$ cat src/rtl/mcu_fault_monitor.sv
module mcu_fault_monitor #(
  parameter int ACK_T0 = 1,
  parameter int ACK_T1 = 8,
  parameter int ACK_T2 = 16,
  parameter int ACK_T3 = 32
) (
  input  logic       clk,
  input  logic       rst_n,
  input  logic       ms_tick,
  input  logic       flt_a_pin,
  input  logic       flt_b_pin,
  input  logic       ext_err_pin,
  input  logic [1:0] cfg_mode,
  input  logic       cfg_pol_a,
  input  logic       cfg_pol_b,
  input  logic       cfg_pair_pol,
  input  logic       cfg_mcu_rst,
  input  logic       cfg_ext_edge,
  input  logic [1:0] cfg_ext_ack,
  input  logic       cfg_ext_rst,
  input  logic       clr_ext,
  output logic       mcu_flt_a,
  output logic       mcu_flt_b,
  output logic       ext_flt,
  output logic       fs_req,
  output logic       rst_req
);
  localparam int CW = $clog2(ACK_T3 + 1);

  logic [2:0]    sync1, sync2;
  logic          ext_d, pend;
  logic [CW-1:0] cnt, lim;
  logic          a_s, b_s, e_s, pair_ok, arm, held, ext_set;

  always_ff @(posedge clk or negedge rst_n)
    if (!rst_n) begin
      sync1 <= '0;
      sync2 <= '0;
      ext_d <= 1'b0;
    end else begin
      sync1 <= {ext_err_pin, flt_b_pin, flt_a_pin};
      sync2 <= sync1;
      ext_d <= sync2[2];
    end

  assign a_s = sync2[0];
  assign b_s = sync2[1];
  assign e_s = sync2[2];

  assign pair_ok = (a_s == ~cfg_pair_pol) && (b_s == cfg_pair_pol);

  always_comb begin
    mcu_flt_a = 1'b0;
    mcu_flt_b = 1'b0;
    case (cfg_mode)
      2'd1: mcu_flt_a = (a_s == cfg_pol_a);
      2'd2: begin
        mcu_flt_a = (a_s == cfg_pol_a);
        mcu_flt_b = (b_s == cfg_pol_b);
      end
      2'd3: mcu_flt_a = ~pair_ok;
      default: ;
    endcase
  end

  always_comb
    case (cfg_ext_ack)
      2'd0:    lim = CW'(ACK_T0);
      2'd1:    lim = CW'(ACK_T1);
      2'd2:    lim = CW'(ACK_T2);
      default: lim = CW'(ACK_T3);
    endcase

  assign arm     = (e_s != ext_d) && (e_s == cfg_ext_edge);
  assign held    = (e_s == cfg_ext_edge);
  assign ext_set = pend && held && ms_tick && ((cnt + 1'b1) == lim);

  always_ff @(posedge clk or negedge rst_n)
    if (!rst_n) begin
      pend    <= 1'b0;
      cnt     <= '0;
      ext_flt <= 1'b0;
    end else begin
      if (arm) begin
        pend <= 1'b1;
        cnt  <= '0;
      end else if (pend && !held) begin
        pend <= 1'b0;
      end else if (ext_set) begin
        pend <= 1'b0;
      end else if (pend && ms_tick) begin
        cnt <= cnt + 1'b1;
      end
      if (ext_set)      ext_flt <= 1'b1;
      else if (clr_ext) ext_flt <= 1'b0;
    end

  assign fs_req  = mcu_flt_a | mcu_flt_b | ext_flt;
  assign rst_req = ((mcu_flt_a | mcu_flt_b) & cfg_mcu_rst) | (ext_flt & cfg_ext_rst);

  AST_MODE_OFF_QUIET: assert property (@(posedge clk) disable iff (!rst_n)
    cfg_mode == 2'd0 |-> !mcu_flt_a && !mcu_flt_b);
  AST_PAIR_B_LOW: assert property (@(posedge clk) disable iff (!rst_n)
    cfg_mode == 2'd3 |-> !mcu_flt_b);
  AST_RST_NEEDS_FS: assert property (@(posedge clk) disable iff (!rst_n)
    rst_req |-> fs_req);
  AST_EXT_SET_ARMED: assert property (@(posedge clk) disable iff (!rst_n)
    $rose(ext_flt) |-> $past(pend) && $past(ms_tick));
  AST_EXT_STICKY: assert property (@(posedge clk) disable iff (!rst_n)
    ext_flt && !clr_ext |=> ext_flt);
  AST_CNT_BOUND: assert property (@(posedge clk) disable iff (!rst_n)
    pend |-> cnt < lim);
endmodule

$ cat config.mk
export PLATFORM = sky130hd
export DESIGN_NAME = mcu_fault_monitor
export DESIGN_NICKNAME = d
export VERILOG_FILES = /design/src/rtl/mcu_fault_monitor.sv
export SDC_FILE = /design/constraint.sdc
export NUM_CORES = 1
export LEC_CHECK = 0
export CORE_MARGIN = 3
export CORE_UTILIZATION = 50
export DETAILED_ROUTE_END_ITERATION = 10
export PLACE_DENSITY = 0.82
export SKIP_CTS_REPAIR_TIMING = 1
export SYNTH_ARGS = -nofsm -noshare
export SYNTH_HDL_FRONTEND = slang
export SYNTH_SLANG_ARGS = --single-unit
export TNS_END_PERCENT = 100
$ cat constraint.sdc
create_clock -name clk -period 4.3 [get_ports clk]
set_clock_uncertainty 0.15 [all_clocks]
set_input_delay 0.86 -clock clk [delete_from_list [all_inputs] [get_ports clk]]
set_output_delay 0.86 -clock clk [all_outputs]
set_load 0.005 [all_outputs]
; Yosys cells after proc, flatten, opt, wreduce, memory -nomap -nowiden
; Cells that the tools add are included.
[totals]
input_bits = 17
word_cells = 54
out_inout_bits = 5
ff_bits = 15
[classes]
n_bitwise = 7
n_mux = 12
n_eq_ne = 14
addsub = 1
n_reduce_logical = 14
[op_table]
columns = cell, count
row1 = 6-bit two-way mux, 4
row2 = 6-bit one-hot mux with 3 select lines, 1
row3 = 1-bit logical AND, 7
row4 = 6-bit by 1-bit adder with 6-bit output (second input constant), 1
row5 = 2-bit equality test (second input constant), 3
row6 = 6-bit equality test, 1
row7 = 1-bit two-way mux, 6
row8 = 1-bit equality test, 5
row9 = 2-bit by 1-bit equality test with 1-bit output (second input constant), 2
row10 = 2-bit inequality test (second input constant), 2
row11 = 2-bit nonzero test, 2
row12 = 1-bit OR, 3
row13 = 3-bit AND reduction, 1
row14 = 3-bit nonzero test, 1
row15 = 1-bit AND, 2
row16 = 2-bit logical NOT, 1
row17 = 1-bit inverter, 2
row18 = 1-bit one-hot mux with 2 select lines, 1
row19 = 2-bit OR reduction, 1
row20 = 1-bit logical NOT, 1
row21 = 1-bit inequality test, 1

; Logic depth before layout (Yosys ltp)
; Gate-level depths: netlist of the first run.
[logic_depth]
ltp_word = 8
depth_mapped = 8

; Worst setup path before layout of the first run
; OpenSTA, ideal clock, no wires.
[synth_path]
path_type = in2out
from = input cfg_pair_pol
to = output rst_req
n_path_buf = 0
stages = 5
arrival_time_ns = 2.045
path_slack_ns = 1.245
cell_sequence = or3b_2 > a32oi_1 > nor2_1 > or2_2 > a22o_1
[synth_via]
elab_chain_cells = 8
elab_cells_between_ends = 9
classes_between = eq/ne: 2 / mux: 1 / bitwise: 5 / reduce/logical: 1
[synth_rtl]
columns = item, line
row1 = start: declaration, 16  ; input logic cfg_pair_pol,
row2 = 1-bit inverter, 50  ; assign pair_ok = (a_s == ~cfg_pair_pol) && (b_s == cfg_pair_pol);
row3 = 1-bit equality test, 50
row4 = 1-bit logical AND (*), 50
row5 = 1-bit inverter (*), 61  ; 2'd3: mcu_flt_a = ~pair_ok;
row6 = 1-bit one-hot mux with 2 select lines (*), 55  ; case (cfg_mode)
row7 = net mcu_flt_a, 22  ; output logic mcu_flt_a,
row8 = 1-bit OR (*), 99  ; assign rst_req = ((mcu_flt_a | mcu_flt_b) & cfg_mcu_rst) | (ext_flt & cfg_ext_rst);
row9 = 1-bit AND (*), 99
row10 = 1-bit OR (*), 99
row11 = end: declaration, 26  ; output logic rst_req
; Mark *: on every way through the listed nets, which the timed path passes. The rest lies on a longest branch.

; Worst setup path in the final report of the first run
[layout_path]
from = input cfg_pair_pol
to = output rst_req
[layout_via]
elab_chain_cells = 8
elab_cells_between_ends = 9
classes_between = eq/ne: 2 / mux: 1 / bitwise: 5 / reduce/logical: 1
[layout_rtl]
columns = item, line
row1 = 1-bit inverter, 50
row2 = 1-bit equality test, 50
row3 = 1-bit logical AND (*), 50
row4 = 1-bit inverter (*), 61
row5 = 1-bit one-hot mux with 2 select lines (*), 55
row6 = 1-bit OR (*), 99
row7 = 1-bit AND (*), 99
row8 = 1-bit OR (*), 99
; Every way passes the cells marked *; elsewhere a longest branch is shown, timed or not.

==> results of run 1 <==
-- placed cells by master, fill, tap and decap left out, types with 2 or more instances in the layout --
master	netlist	final
a21oi_1	6	6
a22o_1	2	2
and3_1	2	2
clkbuf_4	0	3
clkdlybuf4s50_1	0	21
dfrtp_1	15	15
ha_1	4	4
inv_1	4	4
nand2_1	3	3
nand3_1	5	5
nor2_1	4	4
o21ai_0	4	4
o31ai_1	4	4
or3_1	3	3
or4_1	4	4
xnor2_1	3	3
xor2_1	3	3
-- worst max path at each step --
stage | end
after floorplan | rst_req
after global placement | rst_req
after detailed placement | rst_req
after CTS | rst_req
after global routing | rst_req
final | rst_req
-- flip-flops by register name, summed over array words and instances (netlist names) --
signal   count
sync1        3
ext_d        1
cnt          6
ext_flt      1
pend         1
sync2        3
-- worst max-delay path, cell delays in order --
cell,delay [ps]
clkdlybuf4s50_1,430
or3b_2,470
a32oi_1,200
nor2_1,80
or2_2,290
a22o_1,170
clkdlybuf4s50_1,430
-- cells by family (layout without fill, tap and decap cells) --
family,after synthesis,count (layout),share of synthesized area
AND/OR/NAND/NOR,28,28,0.194
AO/OA/AOI/OAI,22,22,0.171
flip-flops,15,15,0.441
XOR/XNOR,7,7,0.0882
buffers and inverters,6,29,0.0353
adder cells (fa/ha/maj),4,4,0.0588
multiplexers,1,1,0.0118
-- where the power goes --
group / leakage (nW) / switching [mW] / internal (mW)
registers: 0.191 / 0.00706 / 0.149
clock network: 0.0177 / 0.0469 / 0.0347
logic: 0.265 / 0.0229 / 0.0345
total: 0.473 / 0.0768 / 0.218
-- layout make-up --
class | count | area, µm²
fill | 132 | 465
inverter | 4 | 15.0
timing repair buffer | 21 | 210
tap | 16 | 20.0
sequential | 15 | 375
clock inverter | 1 | 5.00
multi-input combinational | 62 | 445
clock buffer | 3 | 22.5
-- metal layers --
metal / part of all wire / GRT usage / wire length [µm] / up-vias
met5: 0 / 0 / 0 / -
met1: 0.44 / 0.202 / 742 / 324
met2: 0.48 / 0.316 / 815 / 23
met3: 0.060 / 0.0230 / 102 / 5
li1: - / - / - / 350
met4: 0.025 / 0.116 / 42 / 0
==> impl_results.md, run 1 <==
- Status: completed
- H-Tree Level Count: 1
- Tot Pwr: 0.295 mW
- Unique masters post-synth: 32
- Final critical-path required period: ~3900 ps
- Worst path arrival time: 2930 ps
- Core Region: around 1600 µm²
- Pwr Density: 269 nW/µm²
- RD Place Congestion: a little under 0.8
- Synth-to-Final Area Change: 28.5%
- Share of cells above drive strength 1: 0.0755
- Placed Cells: 118
- Tcrit/Tclk final: 0.917
- Synth cell count leaders: 15 x dfrtp_1, 6 x a21oi_1, 5 x nand3_1
- Sink Count: 15
- Gr ovfl total: 0
- Tightest Pin Transition: 634 ps
- Dpl ws: 353 ps
- Crit Path Max Fanout: 3
- Crit. Startpoint: cfg_pair_pol
- Post-DP HPWL: 1340 µm
- Cell with the most instances after synthesis: dfrtp_1
- Worst-case reg-to-reg path depth: 7
- Fin. max-slew vios: 0
- Hold Path End: sync2[1]
- Diode count: 0
- Final TNS setup: 0 ps
- Synth area leaders: dfrtp_1 44%, ha_1 5.9%, a21oi_1 3.5%, o31ai_1 3.5%, or4_1 3.5%
- Fin worst setup slack: 356 ps
- Vias per cell: roughly 5.8
- Worst min path class: flip-flop to flip-flop
- CTS tree: built
- Nets: 128
- Ports: 22
- Register area share after synthesis: 0.441
- Peak supply drop: 0.000274 V
- Max cap viols: 0
- Rows: 14
- CP Class: input port to output port
- Slew Limit Headroom: 0.576
- Vias in the first global route: 662
- Setup slack, reg-to-reg: 1930 ps
- Prevailing post-synth register cell: dfrtp_1
- Post-synth EDFFs: 0
- DP Area: about 1100 µm²
- Syn nets: 104
- Synthesized area: approximately 850 µm²
- Flops & latches, synth: 15
- Final hold vios: 0
- Setup violators final: 0
- Leak Pwr: 0.473 nW
- Post-Layout Cell Count: approximately 120
- First-iteration detailed-routing DRC count: 8
- Post-route DRC: 0
- RSZ-0062 raised after global routing: false
- Top cell type by total area after synthesis: dfrtp_1
- Post-synth top area share: 0.441
- Initial DRT Pass Iterations: 4
- Clock transition at path regs: approximately 90 ps
- Worst hold margin: 209 ps
- Worst skew pair latency: 290 ps
- Largest net degree at the start of global routing: 16
- Die Footprint: 2230 µm²
- Root buffer cell: clkbuf_4
- ANT nets after route: 0
- Critical R2R Capture: cnt[3]
- WP data required: between 3000 and 4000 ps
- Starting Density: 0.546
- Async set-reset flop share out of synthesis: 1.00
- Post-Route Utilization: 0.701
- # port buffers: 21
- Synth Instances: 83
- Hold path cells: 0
- Hold Crit Start: sync1[1]
- Yosys warns: 0
- Num CTS Buffers: 3
- Die Span X: 47.3 µm
- Element type at the critical path end: output port
- CP Launch Type: input port
- Tot GR Track Use: 0.180
- CTS max path bufs: 2
- Achievable Freq: 254 MHz
- Initial antenna violation count: 0
- First-pass GRT wire length: 2730 µm
- Die Y: 47.3 µm
- Critical R2R Launch: cnt[0]
- Routed WL: 1700 µm
- WL/cell: 14.0 µm
- Area of all placed cells without fillers: 1090 µm²
- Via count: 702
- Mean Syn Cell Area: 10.3 µm²
Power figures use the tool's default switching activity.
==> run 2: changes to the inputs <==
--- a/config.mk
+++ b/config.mk
@@ -5,6 +5,7 @@
 export SDC_FILE = /design/constraint.sdc
 export NUM_CORES = 1
 export LEC_CHECK = 0
+export CAP_MARGIN = 25
 export CORE_MARGIN = 3
 export CORE_UTILIZATION = 50
 export DETAILED_ROUTE_END_ITERATION = 10
==> results of run 2 <==
Same layout as run 1: the final DEF is identical, and so are final timing and power.
==> run 3: changes to the inputs <==
==> constraint.sdc (replaced) <==
create_clock -name clk -period 5.1 [get_ports clk]
set_clock_uncertainty 0.15 [all_clocks]
set_input_delay 1.02 -clock clk [delete_from_list [all_inputs] [get_ports clk]]
set_output_delay 1.02 -clock clk [all_outputs]
set_load 0.005 [all_outputs]
==> results of run 3 <==
Same layout as run 1 (identical final DEF). Status: completed.
Among the figures that moved: setup slack after placement 353 ps -> 833 ps; setup slack after layout 356 ps -> 836 ps; register-to-register setup slack 1930 ps -> 2730 ps; total power 0.295 mW -> 0.248 mW; worst IR drop on VDD 0.000274 V -> 0.000231 V
